==> src/rtl/tapdet_pkg.sv <==
package tapdet_pkg;
   localparam int NAX = 3;

   typedef enum logic [2:0] {
      ST_IDLE  = 3'd0,
      ST_P1    = 3'd1,
      ST_LAT   = 3'd2,
      ST_WIN   = 3'd3,
      ST_P2    = 3'd4,
      ST_DRAIN = 3'd5
   } tap_st_e;

   localparam int ADR_CFG  = 0;
   localparam int ADR_SRC  = 1;
   localparam int ADR_THX  = 2;
   localparam int ADR_TLIM = 5;
   localparam int ADR_LTCY = 6;
   localparam int ADR_WIND = 7;

   localparam int CFG_ABORT = 7;
   localparam int CFG_LATCH = 6;

   function automatic logic [NAX-1:0] en_single(input logic [7:0] c);
      return {c[4], c[2], c[0]};
   endfunction

   function automatic logic [NAX-1:0] en_double(input logic [7:0] c);
      return {c[5], c[3], c[1]};
   endfunction
endpackage

==> src/rtl/tapdet_axis.sv <==
module tapdet_axis #(
   parameter int DW = 8,
   parameter int TW = 7
) (
   input  logic [DW-1:0] smp,
   input  logic [TW-1:0] thr,
   output logic          above,
   output logic          neg
);
   localparam int MW = DW + 1;

   logic [MW-1:0] ext;
   logic [MW-1:0] mag;

   always_comb begin
      ext = {smp[DW-1], smp};
      mag = smp[DW-1] ? (~ext + 1'b1) : ext;
   end

   assign above = (mag > MW'(thr));
   assign neg   = smp[DW-1];
endmodule

==> src/rtl/tapdet_timer.sv <==
module tapdet_timer #(
   parameter int CW = 8
) (
   input  logic          clk,
   input  logic          rst_n,
   input  logic          run,
   input  logic          tick,
   input  logic [CW-1:0] limit,
   output logic          expire
);
   logic [CW-1:0] cnt;
   logic [CW:0]   nxt;

   assign nxt    = (CW+1)'(cnt) + 1'b1;
   assign expire = run & tick & (nxt >= {1'b0, limit});

   always_ff @(posedge clk or negedge rst_n) begin
      if (!rst_n)                cnt <= '0;
      else if (!run)             cnt <= '0;
      else if (tick && !expire)  cnt <= nxt[CW-1:0];
   end
endmodule

==> src/rtl/tapdet_regs.sv <==
module tapdet_regs
   import tapdet_pkg::*;
#(
   parameter int AW = 3,
   parameter int RW = 8,
   parameter int TW = 7,
   parameter int CW = 8
) (
   input  logic                    clk,
   input  logic                    rst_n,
   input  logic                    wr,
   input  logic                    rd,
   input  logic [AW-1:0]           addr,
   input  logic [RW-1:0]           wdata,
   input  logic                    evt_stb,
   input  logic                    evt_dbl,
   input  logic [NAX-1:0]          evt_axes,
   input  logic [NAX-1:0]          evt_pol,
   input  logic                    lat_done,
   output logic [7:0]              cfg,
   output logic [NAX-1:0][TW-1:0]  thr,
   output logic [CW-1:0]           tlim,
   output logic [CW-1:0]           ltcy,
   output logic [CW-1:0]           wind,
   output logic [7:0]              src,
   output logic [RW-1:0]           rdata
);
   logic       rd_src;
   logic [7:0] src_n;

   assign rd_src = rd && (addr == AW'(ADR_SRC));

   always_ff @(posedge clk or negedge rst_n) begin
      if (!rst_n) begin
         cfg  <= '0;
         tlim <= '0;
         ltcy <= '0;
         wind <= '0;
      end else if (wr) begin
         if (addr == AW'(ADR_CFG))  cfg  <= wdata[7:0];
         if (addr == AW'(ADR_TLIM)) tlim <= wdata[CW-1:0];
         if (addr == AW'(ADR_LTCY)) ltcy <= wdata[CW-1:0];
         if (addr == AW'(ADR_WIND)) wind <= wdata[CW-1:0];
      end
   end

   for (genvar g = 0; g < NAX; g++) begin : g_thr
      always_ff @(posedge clk or negedge rst_n) begin
         if (!rst_n)
            thr[g] <= '0;
         else if (wr && (addr == AW'(ADR_THX + g)))
            thr[g] <= wdata[TW-1:0];
      end
   end

   always_comb begin
      src_n = src;
      if (cfg[CFG_LATCH]) begin
         if (rd_src) src_n = '0;
      end else if (lat_done) begin
         src_n = '0;
      end
      if (evt_stb && !(cfg[CFG_LATCH] && src_n[7]))
         src_n = {1'b1, evt_axes, evt_dbl, evt_pol};
   end

   always_ff @(posedge clk or negedge rst_n) begin
      if (!rst_n) src <= '0;
      else        src <= src_n;
   end

   always_comb begin
      rdata = '0;
      if (addr == AW'(ADR_CFG))  rdata = RW'(cfg);
      if (addr == AW'(ADR_SRC))  rdata = RW'(src);
      if (addr == AW'(ADR_TLIM)) rdata = RW'(tlim);
      if (addr == AW'(ADR_LTCY)) rdata = RW'(ltcy);
      if (addr == AW'(ADR_WIND)) rdata = RW'(wind);
      for (int i = 0; i < NAX; i++)
         if (addr == AW'(ADR_THX + i)) rdata = RW'(thr[i]);
   end
endmodule

==> src/rtl/tapdet_fsm.sv <==
module tapdet_fsm
   import tapdet_pkg::*;
(
   input  logic           clk,
   input  logic           rst_n,
   input  logic           smp_valid,
   input  logic [NAX-1:0] above,
   input  logic [NAX-1:0] neg,
   input  logic [7:0]     cfg,
   input  logic           t_exp,
   input  logic           l_exp,
   input  logic           w_exp,
   output logic           t_run,
   output logic           l_run,
   output logic           w_run,
   output logic           evt_stb,
   output logic           evt_dbl,
   output logic [NAX-1:0] evt_axes,
   output logic [NAX-1:0] evt_pol,
   output logic           lat_done,
   output logic [2:0]     st_o
);
   tap_st_e        st, st_n;
   logic [NAX-1:0] cap, cap_n, pol, pol_n;
   logic [NAX-1:0] prev_hit, prev_neg;
   logic           second, second_n;

   logic [NAX-1:0] es, ed, hit, lvl_hit, lvl_neg;
   logic           any, rise;

   assign es      = en_single(cfg);
   assign ed      = en_double(cfg);
   assign hit     = above & (es | ed);
   assign any     = |hit;
   assign lvl_hit = smp_valid ? hit : prev_hit;
   assign lvl_neg = smp_valid ? neg : prev_neg;
   assign rise    = smp_valid & any & ~(|prev_hit);

   assign t_run = (st == ST_P1) || (st == ST_P2);
   assign l_run = (st == ST_LAT);
   assign w_run = (st == ST_WIN);
   assign st_o  = st;

   always_comb begin
      st_n     = st;
      cap_n    = cap;
      pol_n    = pol;
      second_n = second;
      evt_stb  = 1'b0;
      evt_dbl  = 1'b0;
      evt_axes = '0;
      evt_pol  = '0;
      lat_done = 1'b0;
      unique case (st)
         ST_IDLE: begin
            if (smp_valid && any) begin
               st_n  = ST_P1;
               cap_n = hit;
               pol_n = neg & hit;
            end
         end
         ST_P1, ST_P2: begin
            if (smp_valid && !any) begin
               if (st == ST_P1) begin
                  evt_axes = cap & es;
                  second_n = 1'b0;
               end else begin
                  evt_axes = cap & ed;
                  evt_dbl  = 1'b1;
                  second_n = 1'b1;
               end
               evt_stb = |evt_axes;
               evt_pol = pol & evt_axes;
               st_n    = ST_LAT;
            end else if (t_exp) begin
               st_n = ST_DRAIN;
            end else if (smp_valid) begin
               cap_n = cap | hit;
               pol_n = pol | (neg & hit & ~cap);
            end
         end
         ST_LAT: begin
            if (rise && cfg[CFG_ABORT]) begin
               lat_done = 1'b1;
               st_n     = ST_DRAIN;
            end else if (l_exp) begin
               lat_done = 1'b1;
               if (second || !(|(cap & ed))) begin
                  st_n = ST_IDLE;
               end else if (|lvl_hit) begin
                  st_n  = ST_P2;
                  cap_n = lvl_hit;
                  pol_n = lvl_neg & lvl_hit;
               end else begin
                  st_n = ST_WIN;
               end
            end
         end
         ST_WIN: begin
            if (smp_valid && any) begin
               st_n  = ST_P2;
               cap_n = hit;
               pol_n = neg & hit;
            end else if (w_exp) begin
               st_n = ST_IDLE;
            end
         end
         ST_DRAIN: begin
            if (smp_valid && !any) st_n = ST_IDLE;
         end
         default: st_n = ST_IDLE;
      endcase
   end

   always_ff @(posedge clk or negedge rst_n) begin
      if (!rst_n) begin
         st       <= ST_IDLE;
         cap      <= '0;
         pol      <= '0;
         second   <= 1'b0;
         prev_hit <= '0;
         prev_neg <= '0;
      end else begin
         st     <= st_n;
         cap    <= cap_n;
         pol    <= pol_n;
         second <= second_n;
         if (smp_valid) begin
            prev_hit <= hit;
            prev_neg <= neg;
         end
      end
   end
endmodule

==> src/rtl/tapdet_top.sv <==
module tapdet_top
   import tapdet_pkg::*;
#(
   parameter int DW = 8,
   parameter int TW = 7,
   parameter int CW = 8,
   parameter int AW = 3,
   parameter int RW = 8
) (
   input  logic          clk,
   input  logic          rst_n,
   input  logic          smp_valid,
   input  logic [DW-1:0] smp_x,
   input  logic [DW-1:0] smp_y,
   input  logic [DW-1:0] smp_z,
   input  logic          tick_fast,
   input  logic          tick_slow,
   input  logic          reg_wr,
   input  logic          reg_rd,
   input  logic [AW-1:0] reg_addr,
   input  logic [RW-1:0] reg_wdata,
   output logic [RW-1:0] reg_rdata,
   output logic [7:0]    src_word,
   output logic          evt_irq
);
   if (TW >= DW) begin : g_bad_tw
      $error("threshold width must be below sample width");
   end
   if (RW < 8) begin : g_bad_rw
      $error("register width must hold the configuration byte");
   end
   if (CW > RW || TW > RW) begin : g_bad_cw
      $error("timer and threshold fields must fit a register");
   end
   if (AW < 3) begin : g_bad_aw
      $error("address must reach eight registers");
   end

   logic [NAX-1:0][DW-1:0] smp;
   logic [NAX-1:0][TW-1:0] thr;
   logic [NAX-1:0]         above, neg;
   logic [7:0]             cfg_q, src_q;
   logic [CW-1:0]          tlim, ltcy, wind;
   logic                   t_run, l_run, w_run, t_exp, l_exp, w_exp;
   logic                   evt_stb, evt_dbl, lat_done;
   logic [NAX-1:0]         evt_axes, evt_pol;
   logic [2:0]             fsm_st;

   assign smp = {smp_z, smp_y, smp_x};

   tapdet_regs #(.AW(AW), .RW(RW), .TW(TW), .CW(CW)) u_regs (
      .clk(clk), .rst_n(rst_n), .wr(reg_wr), .rd(reg_rd), .addr(reg_addr),
      .wdata(reg_wdata), .evt_stb(evt_stb), .evt_dbl(evt_dbl),
      .evt_axes(evt_axes), .evt_pol(evt_pol), .lat_done(lat_done),
      .cfg(cfg_q), .thr(thr), .tlim(tlim), .ltcy(ltcy), .wind(wind),
      .src(src_q), .rdata(reg_rdata)
   );

   for (genvar g = 0; g < NAX; g++) begin : g_axis
      tapdet_axis #(.DW(DW), .TW(TW)) u_axis (
         .smp(smp[g]), .thr(thr[g]), .above(above[g]), .neg(neg[g])
      );
   end

   tapdet_timer #(.CW(CW)) u_tlim (
      .clk(clk), .rst_n(rst_n), .run(t_run), .tick(tick_fast),
      .limit(tlim), .expire(t_exp)
   );
   tapdet_timer #(.CW(CW)) u_ltcy (
      .clk(clk), .rst_n(rst_n), .run(l_run), .tick(tick_slow),
      .limit(ltcy), .expire(l_exp)
   );
   tapdet_timer #(.CW(CW)) u_wind (
      .clk(clk), .rst_n(rst_n), .run(w_run), .tick(tick_slow),
      .limit(wind), .expire(w_exp)
   );

   tapdet_fsm u_fsm (
      .clk(clk), .rst_n(rst_n), .smp_valid(smp_valid), .above(above),
      .neg(neg), .cfg(cfg_q), .t_exp(t_exp), .l_exp(l_exp), .w_exp(w_exp),
      .t_run(t_run), .l_run(l_run), .w_run(w_run), .evt_stb(evt_stb),
      .evt_dbl(evt_dbl), .evt_axes(evt_axes), .evt_pol(evt_pol),
      .lat_done(lat_done), .st_o(fsm_st)
   );

   assign src_word = src_q;
   assign evt_irq  = src_q[7];
endmodule

==> config.mk <==
export PLATFORM = sky130hd
export DESIGN_NAME = tapdet_top
export DESIGN_NICKNAME = d
export VERILOG_FILES = /design/src/rtl/tapdet_pkg.sv /design/src/rtl/tapdet_axis.sv /design/src/rtl/tapdet_timer.sv /design/src/rtl/tapdet_regs.sv /design/src/rtl/tapdet_fsm.sv /design/src/rtl/tapdet_top.sv
export SDC_FILE = /design/constraint.sdc
export NUM_CORES = 1
export LEC_CHECK = 0
export BUFFER_PORTS_ARGS = -buffer_cell sky130_fd_sc_hd__buf_2
export CORE_MARGIN = 2
export CORE_UTILIZATION = 40
export DETAILED_ROUTE_END_ITERATION = 12
export GPL_ROUTABILITY_DRIVEN = 1
export SYNTH_ARGS = -nofsm -noshare
export SYNTH_HDL_FRONTEND = slang
export SYNTH_SLANG_ARGS = --single-unit
==> constraint.sdc <==
create_clock -name clk -period 5.8 [get_ports clk]
set_input_delay 1.74 -clock clk [delete_from_list [all_inputs] [get_ports clk]]
set_output_delay 1.74 -clock clk [all_outputs]
set_load 0.03 [all_outputs]
==> reports/metrics.csv, run 1 <==
metric,value,unit
CP startpoint kind,input pin,
setup TNS,0,ns
post-route setup slack,0.753,ns
Overflow after GRT,0,
Clk network pwr share,23.2,%
number of fill cells,1616,
Sink Count,101,
Place WS,0.623,ns
worst slew pin tran,1.03,ns
ys flop type,dfrtp_1,
H-tree depth,3,
Placed Instances,955,
Initial DRT Pass Iterations,5,
Post-synth EDFFs,0,
Multi-input gate area,4050,µm²
async set or reset register ratio after synthesis,100,%
CP max FO,24,
io pins,59,
max_slew headroom,31.3,%
Final min period,5.05,ns
chip width,135,µm
worst skew pair latency,0.36,ns
area grow syn2layout,11.9,%
crit-path max cell delay,0.46,ns
"commonest non-fill, non-tap cells in the layout","dfrtp_1 (101), nand2_1 (71), mux2_2 (57), buf_2 (57), inv_1 (54)",
Pins Over Slew Limit,0,
number of CTS-inserted buffers,9,
PortBufs,58,
Final Hold Viols,0,
initial antenna violation count,0,
vias,5429,
Final setup viols,0,
Starting Density,41.1,%
CTS tree,yes,
sequential power share,38.4,%
worst hold margin,0.514,ns
maximum clock path buffer count,2,
die area,18200,µm²
Hold Buf Count CTS,0,
Synth Instances,695,
routability congestion estimate,0.890,
Clock Skew,0.0100,ns
post-CTS sizing,0,
Hold WC Path Type,flop to flop,
largest net degree at the start of global routing,79,
layout cells sized above 1,22.0,%
post-route antenna net violation count,0,
switching pwr,1.09,mW
synthesized area,6870,µm²
maximum vdd drop,192,µV
distinct cell type count after synthesis,73,
nets@finish,839,
crit path kind,input pin to output port,
capturing element type of the critical path,output port,
wire length per cell,18.6,µm
power density over the cells,356,nW/µm²
row count,47,
post-synthesis sequential area ratio,36.8,%
drt via density,5.59,
Critical Path AT,3.31,ns
root buf cell,clkbuf_16,
Max Fclk,198,MHz
Worst Path Required,4.06,ns
combinational power share,38.4,%
First DRT Iteration DRCs,403,
post-CTS setup buffer count,0,
Maximum Capacitance Violations,0,
Int Pwr,1.64,mW
"commonest non-fill, non-tap cell in the layout",dfrtp_1,
Routed Wire Length,18.0,mm
Die Y,135,µm
"Critical Path, Cell by Cell",buf_2 > mux2_2 > a22oi_1 > o22ai_1 > o311a_1 > buf_2,
final non-filler cell total,971,
#FFs+latches synth,101,
"Warnings, synthesis",0,
mean area per synthesized cell,9.89,µm²
Overall Power,2.73,mW
register area,2530,µm²
Finished Core Util,46.0,%
slowest CP cell,buf_2,
area of placed instances,7380,µm²
Syn Nets,788,
Core ar.,16700,µm²
outcome,"complete, no violations",
Final Cell Area,7690,µm²
first-pass GRT wire length,29.3,mm
Final HPWL DP,13.9,mm
"Reg clk slew, reported paths",0.08,ns
switching share of power,39.9,%
number of diodes,0,
vias in the first global route,5422,
DR DRC count,0,
crit-path most repeated cell,buf_2,
total global-route track usage,20.8,%
final period utilization,87.0,%
RSZ-0062 raised after global routing,false,
leakage,3.53,nW
[final timing paths]
check / slack [ns] / start / cells past startpoint / endpoint
setup / recovery: 0.75 / reg_addr[2] / 6 / reg_rdata[2]
hold / removal: 0.51 / u_fsm.prev_neg[2]$_DFF_PN0_ / 1 / u_fsm.prev_neg[2]$_DFF_PN0_
setup reg to reg: 2.24 / u_ltcy.cnt[0]$_DFFE_PN0P_ / 13 / u_regs.src[0]$_DFFE_PN0P_
hold reg to reg: 0.51 / u_fsm.prev_neg[2]$_DFF_PN0_ / 1 / u_fsm.prev_neg[2]$_DFF_PN0_
max in group asynchronous: 3.35 / rst_n / 2 / u_tlim.cnt[6]$_DFFE_PN0P_
min in group asynchronous: 1.55 / rst_n / 1 / u_fsm.cap[2]$_DFFE_PN0P_
[metal layers]
| metal | track usage [%] | part of all wire, % |
|---|---|---|
| met1 | 28.5 | 46 |
| met2 | 33.7 | 47 |
| met3 | 4.69 | 5.1 |
| met4 | 5.03 | 1.7 |
| met5 | 0 | 0 |
[sequential cells by signal (all words and copies together) (netlist names)]
signal	flops
u_fsm.cap	3
u_fsm.pol	3
u_fsm.prev_hit	3
u_fsm.prev_neg	3
u_fsm.second	1
u_fsm.st_o	3
u_ltcy.cnt	8
u_regs.cfg	8
u_regs.ltcy	8
u_regs.src	8
u_regs.thr	21
u_regs.tlim	8
u_regs.wind	8
u_tlim.cnt	8
u_wind.cnt	8
[cells by family (layout without fill, tap and decap cells)]
logic type	after synthesis	count (layout)	synth area share (%)
AND/OR/NAND/NOR	208	208	15.0
XOR/XNOR	52	52	6.63
flip-flops	101	101	36.8
AO/OA/AOI/OAI	131	131	13.8
adder cells (fa/ha/maj)	51	51	9.29
multiplexers	75	75	14.2
buffers and inverters	77	133	4.30
[synthesized netlist by cell type, types with 6 or more instances]
| master | number | area share [%] |
|---|---|---|
| or3_1 | 6 | 0.55 |
| a22o_1 | 6 | 0.76 |
| clkbuf_1 | 18 | 0.98 |
| inv_1 | 54 | 3.0 |
| o31ai_1 | 7 | 0.76 |
| nand2b_1 | 12 | 1.1 |
| nand4_1 | 8 | 0.73 |
| xor2_1 | 24 | 3.1 |
| o21ai_0 | 33 | 2.4 |
| nand3_1 | 16 | 1.2 |
| nor2_1 | 44 | 2.4 |
| dfrtp_1 | 101 | 37 |
| mux2i_1 | 6 | 0.87 |
| a21oi_1 | 22 | 1.6 |
| mux2_2 | 57 | 9.3 |
| mux4_2 | 12 | 3.9 |
| xnor2_1 | 28 | 3.6 |
| ha_1 | 51 | 9.3 |
| nor3_1 | 16 | 1.2 |
| nand2_1 | 71 | 3.9 |
[critical path: cells and delay by family]
| kind | cells | cell delay [ns] |
|---|---|---|
| compound gates | 3 | 0.50 |
| mux | 1 | 0.40 |
| buf+inv | 2 | 0.65 |
[cell type report]
class                   instances  area share, %
clock buffers                   9           2.93
multi-input cells             517           52.7
repair buffers                 63           4.30
inverters                      54           2.64
clock inverters                 7           1.03
well taps                     220           3.58
flip-flops and latches        101           32.9
[power by group through the flow]
stage	registers (mW)	logic, mW	clock network [mW]
after detailed placement	1.06	1.04	0
after floorplan	0.991	0.782	0
after global placement	1.06	1.01	0
after global routing	1.07	1.16	0.679
final	1.05	1.05	0.634
after CTS	1.05	1.05	0.650
Note: power is estimated with default switching activity, not from simulation.
==> run 2: changes to the inputs <==
ABC_AREA = 1   (was unset)
==> reports/metrics.csv, run 2 <==
metric,value,unit,change
outcome,"complete, no violations",,
largest net degree at the start of global routing,51,,-35%
post-CTS sizing,0,,unchanged
CTS tree,yes,,
largest area contributor in the netlist,dfrtp_1,,
die area,17900,µm²,-2.0%
synth cell count leaders,"nand2_1 (253), inv_1 (155), dfrtp_1 (101)",,
maximum clock path buffer count,2,,unchanged
Initial DRT Pass Iterations,5,,unchanged
final non-filler cell total,1204,,+24%
post-synthesis compound-gate area fraction,13.8,%,about the same
first-pass GRT wire length,29.9,mm,+1.9%
Placed Instances,1188,,+24%
setup TNS,0,ns,unchanged
drt via density,5.08,,-9.2%
CP max FO,9,,-63%
Yosys top cell area share,37.6,%,+0.79 points
R2R Path Start,u_tlim.cnt[2]$_DFFE_PN0P_,,
Hold WC Path Type,flop to flop,,
post-CTS setup buffer count,0,,unchanged
Final min period,5.08,ns,+0.0293 ns
Max Fclk,197,MHz,-0.58%
Final Hold Viols,0,,unchanged
number of CTS-inserted buffers,9,,unchanged
crit path from,reg_addr[1],,
power density over the cells,352,nW/µm²,-1.0%
Die Y,134,µm,-1.0%
Hold Buf Count CTS,0,,unchanged
DR DRC count,0,,unchanged
synthesized area,6730,µm²,-2.1%
ys flop type,dfrtp_1,,
Worst Path Required,4.06,ns,about the same
Final HPWL DP,14.2,mm,+2.4%
CP startpoint kind,input pin,,
worst skew pair latency,0.36,ns,about the same
total global-route track usage,21.4,%,+0.54 points
Critical Path AT,3.34,ns,+0.03 ns
post-synthesis mux area share,0,%,-14 points
First DRT Iteration DRCs,489,,+21%
Pins Over Slew Limit,0,,unchanged
layout cells sized above 1,10.6,%,-11 points
"commonest non-fill, non-tap cell in the layout",nand2_1,,
vias in the first global route,5706,,+5.2%
distinct cell type count after synthesis,40,,-45%
Overflow after GRT,0,,unchanged
Starting Density,40.7,%,-0.43 points
"Reg clk slew, reported paths",0.07,ns,about the same
"commonest non-fill, non-tap cells in the layout","nand2_1 (253), inv_1 (155), dfrtp_1 (101), o21ai_0 (89), nand3_1 (65)",,
most flop-heavy register,u_regs.thr,,
post-synthesis sequential area ratio,37.6,%,+0.79 points
initial antenna violation count,1,,+1
leakage,4.09,nW,+16%
#FFs+latches synth,101,,unchanged
Worst Hold Launch,u_regs.cfg[5]$_DFFE_PN0P_,,
crit path kind,input pin to output port,,
simple-gate share of the synthesized area,25.8,%,+11 points
Maximum Capacitance Violations,0,,unchanged
row count,47,,unchanged
H-tree depth,3,,unchanged
async set or reset register ratio after synthesis,100,%,unchanged
Sink Count,101,,unchanged
"Warnings, synthesis",0,,unchanged
capturing element type of the critical path,output port,,
max_slew headroom,57.2,%,+26 points
number of diodes,0,,unchanged
Post-synth EDFFs,0,,unchanged
RSZ-0062 raised after global routing,false,,
Routed Wire Length,18.3,mm,+1.1%
Core ar.,16500,µm²,-1.1%
Synth Instances,920,,+32%
io pins,59,,unchanged
maximum vdd drop,190,µV,-1.1%
number of fill cells,1694,,+4.8%
worst slew pin tran,0.642,ns,-0.385 ns
PortBufs,58,,unchanged
final period utilization,87.5,%,+0.51 points
chip width,134,µm,-1.0%
wire length per cell,15.2,µm,-18%
Clock Skew,0.0114,ns,+0.00138 ns
largest family of logic cells by synthesized area,simple AND/OR/NAND/NOR gates,,
cell with the most instances after synthesis,nand2_1,,
routability congestion estimate,0.921,,+3.5%
vias,6111,,+13%
mean area per synthesized cell,7.31,µm²,-26%
ranking of synthesized cells by area,"dfrtp_1 (38%), nand2_1 (14%), ha_1 (9.5%)",,
Synth Area in Adders,9.49,%,+0.20 points
area grow syn2layout,12.6,%,
Synth Area in XOR/XNOR,3.52,%,-3.1 points
nets@finish,1072,,+28%
Final setup viols,0,,unchanged
Syn Nets,1013,,+29%
Final Cell Area,7570,µm²,-1.5%
area of placed instances,7260,µm²,-1.7%
root buf cell,clkbuf_16,,
Largest register FFs,21,,unchanged
post-route antenna net violation count,0,,unchanged
==> run 2: cells by family after synthesis <==
kind of cell	Yosys count
AOI/OAI and AO/OA	164
xor gates and xnor gates	27
adders and majority gates	51
buffers and inverters	175
DFF	101
and+or+nand+nor	402
==> run 2: power breakdown <==
group | switching [mW] | internal (mW) | leakage (nW)
sequential | 0.119 | 0.828 | 1.31
clock | 0.287 | 0.359 | 0.148
combinational | 0.728 | 0.343 | 2.63
total | 1.14 | 1.53 | 4.09
==> run 2: through the flow <==
step	setup slack, ns	hold WS (ns)	total power [mW]	utilization, %
after floorplan	1.11	0.453	1.72	-
after global placement	0.808	0.465	2.01	43.9
after detailed placement	0.794	0.473	2.02	43.9
after CTS	0.782	0.490	2.67	45.8
after global routing	0.539	0.507	2.87	45.8
final	0.724	0.489	2.66	45.8
==> run 2: worst paths after layout <==
path / end / slack (ns) / cells after the start
min: u_regs.cfg[5]$_DFFE_PN0P_ / 0.49 / 2
min reg2reg: u_regs.cfg[5]$_DFFE_PN0P_ / 0.49 / 2
max in group asynchronous: u_regs.tlim[4]$_DFFE_PN0P_ / 3.52 / 2
max reg2reg: u_fsm.pol[0]$_DFFE_PN0P_ / 2.82 / 19
max: reg_rdata[1] / 0.72 / 11
min in group asynchronous: u_wind.cnt[1]$_DFFE_PN0P_ / 1.30 / 1
==> run 2: layer usage <==
metal / GRT usage (%) / up-vias / routed length (µm) / part of all wire, %
met5: 0 / - / 11 / 0.060
met4: 7.45 / 2 / 514 / 2.8
met3: 4.00 / 37 / 1000 / 5.5
met2: 32.6 / 172 / 7970 / 44
met1: 30.5 / 2798 / 8750 / 48
li1: - / 3102 / - / -
==> run 2: area by class of cell <==
class                   count  area [µm²]  share of cell area (%)
inverters                 163         612                    8.08
clock buffers              11         253                    3.34
flip-flops and latches    101        2530                    33.4
clock inverters             5        58.8                   0.777
multi-input cells         644        3540                    46.7
repair buffers             60         308                    4.06
well taps                 220         275                    3.64
==> run 2: worst max-delay path, stage by stage <==
cell and delay [ns]:
buf_2 0.10, inv_1 0.13, nand2_1 0.11, nor2_1 0.44
nand2_1 0.11, o2111ai_1 0.15, a21oi_1 0.06, o21ai_0 0.11
a21oi_1 0.07, o21ai_0 0.10, buf_2 0.22
